$ cat src/rtl/gpio_port_pkg.sv
package gpio_port_pkg;

  localparam int DATA_W = 32;
  localparam int HALF_W = 16;

  // word index = byte offset / 4
  localparam int IDX_CFG_LO = 0;
  localparam int IDX_CFG_HI = 1;
  localparam int IDX_IN     = 2;
  localparam int IDX_OUT    = 3;
  localparam int IDX_SETCLR = 4;
  localparam int IDX_CLR    = 5;
  localparam int IDX_GUARD  = 6;

  typedef enum logic [2:0] {
    SEL_NONE   = 3'd0,
    SEL_CFG_LO = 3'd1,
    SEL_CFG_HI = 3'd2,
    SEL_IN     = 3'd3,
    SEL_OUT    = 3'd4,
    SEL_GUARD  = 3'd5
  } rdSel_e;

  typedef struct packed {
    logic   wrCfgLo;
    logic   wrCfgHi;
    logic   wrOut;
    logic   wrSetClr;
    logic   wrClr;
    logic   wrGuard;
    logic   rdEn;
    rdSel_e rdSel;
  } strobe_t;

endpackage

$ cat src/rtl/gpio_port_ctrl.sv
module gpio_port_ctrl
  import gpio_port_pkg::*;
#(
  parameter int ADDR_W = 8
) (
  input  logic              clk,
  input  logic              rstN,
  input  logic              busValid,
  input  logic              busWrite,
  input  logic [ADDR_W-1:0] busAddr,
  output strobe_t           strobe,
  output logic              busReady
);

  localparam int IDX_W = ADDR_W - 2;

  logic [IDX_W-1:0] wordIdx;
  logic             aligned;
  logic             doWr;
  logic             doRd;

  assign wordIdx = busAddr[ADDR_W-1:2];
  assign aligned = (busAddr[1:0] == 2'b00);
  assign doWr    = busValid && busWrite && aligned;
  assign doRd    = busValid && !busWrite;

  always_comb begin
    strobe.wrCfgLo  = 1'b0;
    strobe.wrCfgHi  = 1'b0;
    strobe.wrOut    = 1'b0;
    strobe.wrSetClr = 1'b0;
    strobe.wrClr    = 1'b0;
    strobe.wrGuard  = 1'b0;
    strobe.rdEn     = doRd;
    strobe.rdSel    = SEL_NONE;
    if (aligned) begin
      if (wordIdx == IDX_W'(IDX_CFG_LO)) begin
        strobe.wrCfgLo = doWr;
        strobe.rdSel   = SEL_CFG_LO;
      end else if (wordIdx == IDX_W'(IDX_CFG_HI)) begin
        strobe.wrCfgHi = doWr;
        strobe.rdSel   = SEL_CFG_HI;
      end else if (wordIdx == IDX_W'(IDX_IN)) begin
        strobe.rdSel   = SEL_IN;
      end else if (wordIdx == IDX_W'(IDX_OUT)) begin
        strobe.wrOut   = doWr;
        strobe.rdSel   = SEL_OUT;
      end else if (wordIdx == IDX_W'(IDX_SETCLR)) begin
        strobe.wrSetClr = doWr;
      end else if (wordIdx == IDX_W'(IDX_CLR)) begin
        strobe.wrClr   = doWr;
      end else if (wordIdx == IDX_W'(IDX_GUARD)) begin
        strobe.wrGuard = doWr;
        strobe.rdSel   = SEL_GUARD;
      end
    end
  end

  always_ff @(posedge clk or negedge rstN) begin
    if (!rstN) busReady <= 1'b0;
    else       busReady <= busValid;
  end

endmodule

$ cat src/rtl/gpio_port_dp.sv
module gpio_port_dp
  import gpio_port_pkg::*;
#(
  parameter int PINS        = 16,
  parameter int SYNC_STAGES = 2
) (
  input  logic              clk,
  input  logic              rstN,
  input  strobe_t           strobe,
  input  logic [DATA_W-1:0] busWdata,
  input  logic [PINS-1:0]   pinIn,
  output logic [PINS-1:0]   pinOut,
  output logic [DATA_W-1:0] busRdata
);

  localparam int PAD_W = DATA_W - PINS;

  logic [DATA_W-1:0] cfgLo, cfgHi, guardReg;
  logic [PINS-1:0]   outReg, outNext, inReg;
  logic [PINS-1:0]   setMask, clrMask;
  logic [PINS-1:0]   syncStage [SYNC_STAGES];
  logic [DATA_W-1:0] rdMux;

  // input resynchronizer chain
  generate
    for (genvar s = 0; s < SYNC_STAGES; s++) begin : g_sync
      if (s == 0) begin : g_first
        always_ff @(posedge clk or negedge rstN) begin
          if (!rstN) syncStage[0] <= '0;
          else       syncStage[0] <= pinIn;
        end
      end else begin : g_next
        always_ff @(posedge clk or negedge rstN) begin
          if (!rstN) syncStage[s] <= '0;
          else       syncStage[s] <= syncStage[s-1];
        end
      end
    end
  endgenerate

  always_ff @(posedge clk or negedge rstN) begin
    if (!rstN) inReg <= '0;
    else       inReg <= syncStage[SYNC_STAGES-1];
  end

  // output latch update; set is applied after clear so set wins
  assign setMask = busWdata[PINS-1:0];
  assign clrMask = busWdata[HALF_W +: PINS];

  always_comb begin
    outNext = outReg;
    if (strobe.wrOut)    outNext = busWdata[PINS-1:0];
    if (strobe.wrSetClr) outNext = (outReg & ~clrMask) | setMask;
    if (strobe.wrClr)    outNext = outReg & ~setMask;
  end

  always_ff @(posedge clk or negedge rstN) begin
    if (!rstN) outReg <= '0;
    else       outReg <= outNext;
  end

  assign pinOut = outReg;

  // plain storage words
  always_ff @(posedge clk or negedge rstN) begin
    if (!rstN) begin
      cfgLo    <= '0;
      cfgHi    <= '0;
      guardReg <= '0;
    end else begin
      if (strobe.wrCfgLo) cfgLo    <= busWdata;
      if (strobe.wrCfgHi) cfgHi    <= busWdata;
      if (strobe.wrGuard) guardReg <= busWdata;
    end
  end

  always_comb begin
    case (strobe.rdSel)
      SEL_CFG_LO: rdMux = cfgLo;
      SEL_CFG_HI: rdMux = cfgHi;
      SEL_IN:     rdMux = {{PAD_W{1'b0}}, inReg};
      SEL_OUT:    rdMux = {{PAD_W{1'b0}}, outReg};
      SEL_GUARD:  rdMux = guardReg;
      default:    rdMux = '0;
    endcase
  end

  always_ff @(posedge clk or negedge rstN) begin
    if (!rstN)            busRdata <= '0;
    else if (strobe.rdEn) busRdata <= rdMux;
    else                  busRdata <= '0;
  end

endmodule

$ cat src/rtl/gpio_port.sv
module gpio_port
  import gpio_port_pkg::*;
#(
  parameter int ADDR_W      = 8,
  parameter int PINS        = 16,
  parameter int SYNC_STAGES = 2
) (
  input  logic              clk,
  input  logic              rstN,
  input  logic              busValid,
  input  logic              busWrite,
  input  logic [ADDR_W-1:0] busAddr,
  input  logic [31:0]       busWdata,
  output logic [31:0]       busRdata,
  output logic              busReady,
  input  logic [PINS-1:0]   pinIn,
  output logic [PINS-1:0]   pinOut
);

  strobe_t strobe;

  gpio_port_ctrl #(.ADDR_W(ADDR_W)) u_ctrl (
    .clk      (clk),
    .rstN     (rstN),
    .busValid (busValid),
    .busWrite (busWrite),
    .busAddr  (busAddr),
    .strobe   (strobe),
    .busReady (busReady)
  );

  gpio_port_dp #(.PINS(PINS), .SYNC_STAGES(SYNC_STAGES)) u_dp (
    .clk      (clk),
    .rstN     (rstN),
    .strobe   (strobe),
    .busWdata (busWdata),
    .pinIn    (pinIn),
    .pinOut   (pinOut),
    .busRdata (busRdata)
  );

endmodule

$ cat config.mk
export PLATFORM = sky130hd
export DESIGN_NAME = gpio_port
export DESIGN_NICKNAME = d
export VERILOG_FILES = /design/src/rtl/gpio_port_pkg.sv /design/src/rtl/gpio_port_ctrl.sv /design/src/rtl/gpio_port_dp.sv /design/src/rtl/gpio_port.sv
export SDC_FILE = /design/constraint.sdc
export NUM_CORES = 1
export LEC_CHECK = 0
export BUFFER_PORTS_ARGS = -buffer_cell sky130_fd_sc_hd__buf_2
export CAP_MARGIN = 10
export CELL_PAD_IN_SITES_DETAIL_PLACEMENT = 0
export CELL_PAD_IN_SITES_GLOBAL_PLACEMENT = 1
export CORE_UTILIZATION = 53
export CTS_BUF_LIST = sky130_fd_sc_hd__clkbuf_8
export DETAILED_ROUTE_END_ITERATION = 12
export PLACE_DENSITY_LB_ADDON = 0.1
export SETUP_SLACK_MARGIN = 0.2
export SLEW_MARGIN = 10
export SYNTH_ARGS = -nofsm -noshare
export SYNTH_HDL_FRONTEND = slang
export SYNTH_SLANG_ARGS = --single-unit
$ cat constraint.sdc
create_clock -name clk -period 2.16 [get_ports clk]
set_input_delay 0.108 -clock clk [delete_from_list [all_inputs] [get_ports clk]]
set_output_delay 0.108 -clock clk [all_outputs]
set_load 0.02 [all_outputs]
# --- Yosys cells after proc, flatten, opt, wreduce, memory -nomap -nowiden ---
# Index checks and enable logic that the tools add are counted.
word_totals:
  wordCells: 58
  register_bits: 193
  out_inout_bits: 49
classes:
  reduce_logical: 7
  muxes: 26
  bitwise: 5
  n_eq_ne: 11
ops:
  columns: ["cell", "count"]
  rows:
  - ["32-bit one-hot mux with 5 select lines", 1]
  - ["16-bit 2-to-1 mux", 3]
  - ["16-bit bitwise AND", 2]
  - ["32-bit 2-to-1 mux", 1]
  - ["16-bit NOT", 2]
  - ["3-bit 2-to-1 mux", 9]
  - ["6-bit by 3-bit == test with 1-bit output, second input constant", 3]
  - ["16-bit bitwise OR", 1]
  - ["6-bit by 2-bit == test with 1-bit output, second input constant", 2]
  - ["4-bit 2-to-1 mux", 2]
  - ["1-bit 2-to-1 mux", 7]
  - ["3-bit by 2-bit == test with 1-bit output, second input constant", 2]
  - ["3-bit == test, second input constant", 2]
  - ["6-bit by 1-bit == test with 1-bit output, second input constant", 1]
  - ["6-bit zero test", 1]
  - ["6-bit 2-to-1 mux", 1]
  - ["5-bit 2-to-1 mux", 1]
  - ["3-bit by 1-bit == test with 1-bit output, second input constant", 1]
  - ["1-bit logical AND", 3]
  - ["3-bit nonzero test", 1]
  - ["2-bit zero test", 1]
  - ["2-bit 2-to-1 mux", 1]
  - ["1-bit zero test", 1]

# --- Longest topological paths before layout ---
# Gate-level depths: netlist (run 1).
depth:
  depth_word: 13
  ltp_mapped: 7
  depth_no_buf: 4

# --- Cells and area by module ---
# A second synthesis (run 1) with hierarchy kept.
hier_totals:
  cells_unflattened: 572
  area_unflattened_um2: 7986.4
modules_own_cells:
  columns: ["mod", "instances", "area_per_inst_um2", "cells_each"]
  rows:
  - ["gpio_port_dp", 1, 7801.2, 550]
  - ["gpio_port_ctrl", 1, 185.2, 22]

# --- Worst setup path before layout (run 1) ---
# Ideal clock, no wire load.
synth_timing:
  path_type: "input to register"
  start: "input busAddr[1]"
  end: "register u_dp.cfgHi[10]"
  path_slack_ps: 175
  setup_time_ps: 125
  arrival_time_ps: 1860
  path_buffers: 3
  stages: 6
  path_cell_list: "or4_4 buf_6 or4_4 buf_6 buf_12 mux2_4"
synth_between:
  elab_chain_len: 5
synth_lines:
  columns: ["element", "line_no", "source"]
  rows:
  - ["start: declaration", "gpio_port.sv:12", "input logic [ADDR_W-1:0] busAddr,"]
  - ["2-bit zero test (*)", "gpio_port_ctrl.sv:23", "assign aligned = (busAddr[1:0] == 2'b00);"]
  - ["1-bit logical AND", "gpio_port_ctrl.sv:24", "assign doWr = busValid && busWrite && aligned;"]
  - ["1-bit 2-to-1 mux", "gpio_port_ctrl.sv:40", "end else if (wordIdx == IDX_W'(IDX_CFG_HI)) begin"]
  - ["5-bit 2-to-1 mux", "gpio_port_ctrl.sv:37", "if (wordIdx == IDX_W'(IDX_CFG_LO)) begin"]
  - ["6-bit 2-to-1 mux (*)", "gpio_port_ctrl.sv:36", "if (aligned) begin"]
  - ["end signal: assignment", "gpio_port_dp.sv:72", "if (strobe.wrCfgHi) cfgHi <= busWdata;"]
  - ["end: declaration", "gpio_port_dp.sv:18", "logic [DATA_W-1:0] cfgLo, cfgHi, guardReg;"]
# Mark *: on every way between the ends. The rest lies on a longest branch, timed or not.
# A chain may end at the register's enable or synchronous reset.

# --- Final worst setup path (run 1) ---
layout_timing:
  start: "input busAddr[1]"
  end: "register u_dp.busRdata[19]"
layout_between:
  elab_chain_len: 5
  word_cells_on_any_way: 9
  classes_between: "5 x eq/ne; 3 x mux; 1 x reduce/logical"
layout_lines:
  columns: ["element", "line_no", "source"]
  rows:
  - ["2-bit zero test (*)", "gpio_port_ctrl.sv:23", null]
  - ["3-bit 2-to-1 mux (*)", "gpio_port_ctrl.sv:36", null]
  - ["3-bit == test (tied with other cells)", "gpio_port_dp.sv:78", "case (strobe.rdSel)"]
  - ["32-bit one-hot mux with 5 select lines (*)", "gpio_port_dp.sv:78", null]
  - ["32-bit 2-to-1 mux (*)", "gpio_port_dp.sv:90", "else if (strobe.rdEn) busRdata <= rdMux;"]
  - ["end signal: assignment", "gpio_port_dp.sv:90", null]
  - ["end: declaration", "gpio_port_dp.sv:13", "output logic [DATA_W-1:0] busRdata"]
# Marks and branches as above.

==> results of run 1 <==
cell type report:
| class | count | share of cell area |
|---|---|---|
| multi-input cells | 312 | 0.292 |
| inverters | 2 | 0.000770 |
| flip-flops and latches | 193 | 0.495 |
| clock inverters | 13 | 0.0178 |
| repair buffers | 195 | 0.146 |
| clock buffers | 17 | 0.0240 |
| well taps | 184 | 0.0236 |
flip-flops by register name (all words and copies together), names as in the netlist:
signal	cells
u_dp.busRdata	32
u_dp.cfgHi	32
u_dp.cfgLo	32
u_dp.guardReg	32
u_dp.syncStage	32
u_dp.inReg	16
u_dp.pinOut	16
u_ctrl.busReady	1
metrics by stage:
step / setup TNS, ns / cell area, sq um
final: 0 / 9750
after CTS: 0 / 9750
after global placement: -0.341 / 8840
after detailed placement: -1.23 / 8840
after floorplan: 0 / 7910
after global routing: 0 / 9750
cell families after synthesis:
family | count (synthesis) | synth area share
AO/OA/AOI/OAI | 102 | 0.111
flip-flops | 193 | 0.610
AND/OR/NAND/NOR | 85 | 0.0588
buffers and inverters | 41 | 0.0297
multiplexers | 125 | 0.190
routing by layer:
metal	wire, um	GRT usage	part of all wire
met1	8450	0.358	0.44
met2	9250	0.442	0.48
met3	1230	0.0646	0.064
met4	374	0.0781	0.019
met5	0	0	0
power by group:
group          switching [uW]  total (uW)  internal, uW
clock network            1230        2460          1240
logic                     271         501           230
registers                56.6        3780          3720
total                    1550        6740          5190
final timing paths:
path	start	end	slack (ns)
min in group clk	busAddr[6]	u_dp.busRdata[5]	0.17
max reg2reg	u_dp.cfgHi[10]	u_dp.busRdata[10]	0.87
min	rstN	u_dp.guardReg[19]	0.15
min reg2reg	u_dp.syncStage[12]	u_dp.inReg[12]	0.36
max	busAddr[1]	u_dp.busRdata[19]	0.34
max in group asynchronous	rstN	u_dp.busRdata[26]	1.29
what timing repair did:
action	4_1_cts	5_1_grt
hold endpoints to repair	212	0
hold buffers	50	0
setup endpoints to repair	0	0
setup buffers	0	0
worst reg2reg max path, delay by kind of cell (launching register included):
family,cells,cell delay (ns)
compound gates,3,0.77
flops,1,0.41
layout by cell type, fill, tap and decap left out, drive strengths merged, types with 17 or more instances in the layout:
master       count
clkbuf          18
nor2            17
nand2           29
a211o           21
nand3           17
dlygate4sd3     50
mux2           109
dfrtp          193
buf            144
==> flow_summary.toml, run 1 <==
[run_status]
status = "complete, no violations"

[placement]
dp_hpwl_um = 12400
numPlacedInstances = 836
portBuffers = 108
place_congestion = 0.839
pre_cts_ws_ns = -0.160

[timing]
drv_slew = 0
max_slew.worst_pin.slew_ns = 0.791
period_share = 0.843
setup_viol = 0
slew_headroom = 0.470
worst_hold_slack_ns = 0.152
hold_viol = 0
max_freq_mhz = 549
fin_crit_ns = 1.82
skew_ns = 0.0132
grt_setup_unrepaired = "no"
worst_slack_ns = 0.339

[clocking]
cts-root-buf = "clkbuf_8"
numCtsBuffers = 17
cts_tree = "done"
clk_path_buf_depth = 2
clk_pin_slew_ns = 0.08
clock_sinks = 193
clk_latency_ns = 0.47
post_cts_resized = 0
htree_levels = 4

[min_path]
hold_path.class = "input pin to asynchronous set/reset pin"

[synthesis]
syn_area_per_cell_sq_um = 14.5
synth.yosys.seq_area_share = 0.610
yosys-top-cells-area = "dfrtp_1, mux2_2, mux2_4"
netlist_area_sq_um = 7910
synth_cell_type_count = 40
synth_top_area_frac = 0.610
synth_most_common_cell = "dfrtp_1"
synth-edff-count = 0
yosys_warnings = 0
syn-num-nets = 606
synth_top_cell_by_area = "dfrtp_1"
ys.flop_type = "dfrtp_1"
synth_commonest_cells = "dfrtp_1, mux2_2, mux2_4"
synthCells = 546
async_reset_ff_frac = 1.00
ys_ff_latch = 193

[routing]
drt_iter0_markers = 317
vias_per_cell = 5.83
wire_per_inst_um = 21.1
routed_wirelength_um = 19300
drc_errors = 0
vias = 5344
antenna_left = 0
dr.pass1.iters = 4

[job]
drv_cap = 0

[die]
start_util = 0.544
die_y_um = 124
core_area_sq_um = 14500
ioPinCount = 109
fp.dieArea_sq_um = 15400
rows = 44
die_w_um = 124

[power_and_ir_drop]
irDropWorstVdd_mv = 0.506
p_leak_uw = 0.00478
p_total_uw = 6740
pwr_density_cell_nw_per_um2 = 691

[final_layout]
regArea_sq_um = 4830
final_core_util = 0.671
drive_gt1_frac = 0.399
multi_input_area_sq_um = 2850
fin_cells = 916
areaGrowthSynthToFinish_pct = 23.3
nNetsFinal = 781
n_fill_cell = 1076
antenna_cells = 0

[global_routing]
grt_max_degree = 69
grt-ovfl-total = 0
first_global_vias = 5549
antenna_found_initial = 0
grt_pass1_wl_um = 30100
grt_usage = 0.270

[worst_setup_path]
critPathMaxFanout = 16
crit_path_start_kind = "input pin"
worstPathRequired_ns = 2.54
crit_buf_inv = 2
slowest_stage = "or4_4"
worstSetupPathType = "input pin to flip-flop"
critPathMaxStageDelay_ns = 0.56
crit_chain = "buf_2, or4_4, buf_4, or3b_2, a211o_1, a21oi_1"
cp.arrival_ns = 2.20
cp.depth = 6
cp_top_family = "simple AND/OR/NAND/NOR gates"
r2r_cells = 3
worstSetupEndpointType = "flip-flop"
Note: power is estimated with default switching activity, not from simulation.
==> run 2: changes to the inputs <==
Settings changed: CORE_UTILIZATION 53 to 49.
Clock period 2.16 ns to 1.7 ns, I/O delays scaled along.
==> flow_summary.toml, run 2 (synthesis results as in run 1) <==
[run_status]
status = "complete, no violations"

[power_and_ir_drop]
p_switching_uw = 2140
pwr-share-clk = 0.369
pwr_density_cell_nw_per_um2 = 863
switching_share = 0.247
pwr-share-comb = 0.080
seqPwrFrac = 0.552
p_int_uw = 6550
p_leak_uw = 0.00487
irDropWorstVdd_mv = 0.576

[clocking]
numCtsBuffers = 17
clk_pin_slew_ns = 0.10
post_cts_buffers = 0
clk_latency_ns = 0.47
htree_levels = 4
cts_tree = "done"
clk_path_buf_depth = 2
cts-root-buf = "clkbuf_8"
clock_sinks = 193

[final_layout]
antenna_cells = 0
n_fill_cell = 1239
layout_commonest_cell = "dfrtp_1"
fin_cells = 962
mostFrequentLayoutCells = "dfrtp_1, buf_2, mux2_2"
nNetsFinal = 793
multi_input_area_sq_um = 2930
fin_area_sq_um = 10100
areaGrowthSynthToFinish_pct = 27.3
drive_gt1_frac = 0.434
regArea_sq_um = 4830

[global_routing]
grt_usage = 0.251
first_global_vias = 5597
grt_max_degree = 59
antenna_found_initial = 0
grt_pass1_wl_um = 30800
grt-ovfl-total = 0

[placement]
portBuffers = 108
numPlacedInstances = 880
place_congestion = 0.809
placed_area_sq_um = 9130
dp_hpwl_um = 12900

[worst_setup_path]
timing.rr.end = "u_dp.busRdata[12]"
r2r_slack_ns = 0.47
crit_path_start_kind = "input pin"
worstPathRequired_ns = 2.05
worstSetupPathType = "input pin to flip-flop"
worstReg2RegStart = "u_dp.cfgLo[12]"
worstSetupEndpointType = "flip-flop"
r2r_cells = 3
critPathMaxFanout = 21
cp.arrival_ns = 1.85

[routing]
wire_per_inst_um = 20.1
dr.pass1.iters = 5
drc_errors = 0
routed_wirelength_um = 19400
vias = 5456
drt_iter0_markers = 361
vias_per_cell = 5.67
antenna_left = 0

[timing]
period_share = 0.883
max_slew.worst_pin.slew_ns = 0.440
hold_viol = 0
setup_viol = 0
fin_crit_ns = 1.50
max_freq_mhz = 666
skew_ns = 0.00937
slew_headroom = 0.706
grt_setup_unrepaired = "yes"
drv_slew = 0

[min_path]
holdPathStages = 4
min_from = "busAddr[5]"
min_to = "u_dp.busRdata[28]"
hold_path.class = "input pin to flip-flop"

[die]
ioPinCount = 109
core_area_sq_um = 15800
die_y_um = 129
die_w_um = 129
rows = 46
start_util = 0.500
fp.dieArea_sq_um = 16700

[job]
drv_cap = 0
## run 2: what timing repair did
item,CTS,global route
hold buffers,50,0
setup endpoints to repair,0,30
resized for setup,0,1
hold endpoints to repair,322,0
## run 2: worst max-delay path by stage
stage               start  cells past startpoint                 to
3_5_place_dp   busAddr[1]                      6   u_dp.busRdata[5]
4_1_cts        busAddr[1]                      6   u_dp.busRdata[5]
2_1_floorplan  busAddr[1]                      6     u_dp.cfgHi[10]
5_1_grt          busValid                      8  u_dp.guardReg[14]
3_3_place_gp   busAddr[1]                      6   u_dp.busRdata[5]
6_report       busAddr[1]                      5     u_dp.cfgHi[12]
## run 2: per-stage QoR
stage | power, uW | hold WS [ns] | worst slack [ns] | setup TNS [ns] | utilization
3_5_place_dp | 5500 | 0.0488 | -0.273 | -27.92 | 0.577
2_1_floorplan | 5110 | -0.211 | -0.262 | -11.88 | -
6_report | 8690 | 0.0376 | 0.198 | 0 | 0.636
4_1_cts | 8770 | 0.0928 | 0.231 | 0 | 0.636
3_3_place_gp | 5480 | 0.0360 | -0.284 | -28.34 | 0.577
5_1_grt | 9000 | 0.0350 | 0.172 | 0 | 0.636
## run 2: critical path, stage by stage
cell and delay (ns):
buf_2 0.10, or4_4 0.56, or4_4 0.58, buf_12 0.20, mux2_4 0.30
## run 2: power groups by stage
stage                     clock (uW)  sequential [uW]  combinational (uW)
after floorplan                    0             4890                 224
after global placement             0             4880                 596
after detailed placement           0             4890                 608
after CTS                       3280             4800                 699
after global routing            3430             4810                 753
final                           3200             4800                 692
## run 2: layout make-up
cell class | instances | share of cell area
Clock inverter | 15 | 0.0195
Sequential cell | 193 | 0.480
Inverter | 2 | 0.000746
Clock buffer | 17 | 0.0232
Tap cell | 216 | 0.0268
Timing Repair Buffer | 207 | 0.159
Multi-Input combinational cell | 312 | 0.291
## run 2: layer usage
layer	share of wire	vias up	GRT usage
li1	-	2417	-
met1	0.46	2862	0.351
met4	0.011	0	0.0685
met5	0	-	0
met2	0.49	161	0.410
met3	0.041	16	0.0413
==> run 3: changes to the inputs <==
Settings changed: CORE_ASPECT_RATIO from default to 0.9.
==> flow_summary.toml, run 3 (synthesis results as in run 1) <==
[power_and_ir_drop]
seqPwrFrac = 0.574
p_switching_uw = 2060
pwr-share-clk = 0.347
p_leak_uw = 0.00485
irDropWorstVdd_mv = 0.576
p_int_uw = 6300
switching_share = 0.246
pwr_density_cell_nw_per_um2 = 837
pwr-share-comb = 0.079

[clocking]
clk_pin_slew_ns = 0.10
post_cts_buffers = 0
clk_latency_ns = 0.46
clock_sinks = 193
cts_tree = "done"
numCtsBuffers = 17
htree_levels = 4
clk_path_buf_depth = 2
cts-root-buf = "clkbuf_8"

[run_status]
status = "complete, no violations"

[global_routing]
grt_usage = 0.247
grt_max_degree = 107
grt_pass1_wl_um = 30300
first_global_vias = 5443
grt-ovfl-total = 0
antenna_found_initial = 0

[die]
die_y_um = 123
core_area_sq_um = 15600
ioPinCount = 109
die_w_um = 136
fp.dieArea_sq_um = 16700
rows = 43
start_util = 0.507

[routing]
vias_per_cell = 5.65
drc_errors = 0
dr.pass1.iters = 4
antenna_left = 0
drt_iter0_markers = 336
routed_wirelength_um = 19100
vias = 5346
wire_per_inst_um = 20.2

[final_layout]
n_fill_cell = 1226
nNetsFinal = 791
mostFrequentLayoutCells = "dfrtp_1, buf_2, mux2_2"
areaGrowthSynthToFinish_pct = 26.2
layout_commonest_cell = "dfrtp_1"
antenna_cells = 0
drive_gt1_frac = 0.429
fin_area_sq_um = 9980

[worst_setup_path]
worstSetupPathType = "input pin to flip-flop"
crit_path_start_kind = "input pin"
worstPathRequired_ns = 2.08
worstSetupEndpointType = "flip-flop"
critPathMaxFanout = 16
cp.arrival_ns = 1.89

[placement]
place_congestion = 0.845
portBuffers = 108
dp_hpwl_um = 12700
pre_cts_ws_ns = -0.295
placed_area_sq_um = 9070

[timing]
fin_crit_ns = 1.51
skew_ns = 0.0127
slew_headroom = 0.551
period_share = 0.891
max_slew.worst_pin.slew_ns = 0.673
worst_slack_ns = 0.185
hold_viol = 0
drv_slew = 0
grt_setup_unrepaired = "no"
setup_viol = 0
max_freq_mhz = 660
tns_ns = 0

[min_path]
hold_path.class = "input pin to flip-flop"

[job]
drv_cap = 0
[run 3: final cells by class]
cell class	instances	area, sq um	area share
inverter	2	7.51	0.000752
tap	202	253	0.0253
sequential	193	4830	0.484
timing repair buffer	205	1590	0.159
clock buffer	19	262	0.0262
clock inverter	13	128	0.0128
multi-input combinational	312	2920	0.292
[run 3: final timing paths]
path,startpoint,end,slack [ns],cells after the start
max,busAddr[1],u_dp.busRdata[21],0.19,6
min reg2reg,u_dp.syncStage[12],u_dp.inReg[12],0.34,0
max in group asynchronous,rstN,u_dp.cfgHi[14],0.39,4
min,busAddr[4],u_dp.busRdata[30],0.18,4
min in group asynchronous,rstN,u_dp.inReg[1],0.54,3
max reg2reg,u_dp.cfgLo[12],u_dp.busRdata[12],0.47,3
[run 3: per-stage QoR]
step           total power [uW]  cells  hold WS [ns]   util
2_1_floorplan              5110    546        -0.211      -
3_3_place_gp               5440    862       -0.0638  0.581
3_5_place_dp               5460    862       -0.0619  0.581
4_1_cts                    8450    946         0.141  0.640
5_1_grt                    8720    946         0.160  0.640
6_report                   8360    946         0.179  0.640
[run 3: power by group through the flow]
stage	Sequential [uW]	Combinational, uW	Clock [uW]
5_1_grt	4810	726	3180
6_report	4800	662	2900
2_1_floorplan	4890	224	0
3_5_place_dp	4890	575	0
3_3_place_gp	4880	558	0
4_1_cts	4800	670	2980
[run 3: layer usage]
layer / wire length, um / GRT usage
met5: 0 / 0
met4: 191 / 0.0729
met3: 1100 / 0.0467
met2: 8900 / 0.379
met1: 8900 / 0.357
[run 3: timing repair]
action                     CTS  global route
gates resized for setup      1             1
hold endpoints to repair   322             0
setup endpoints to repair    3             7
pin swaps                    1             0
hold buffers                52             0
[run 3: worst max-delay path, stage by stage]
cell     delay (ns)
buf_2          0.11
or4_4          0.57
or3b_2         0.53
a211o_1        0.29
buf_12         0.16
nor2_1         0.14
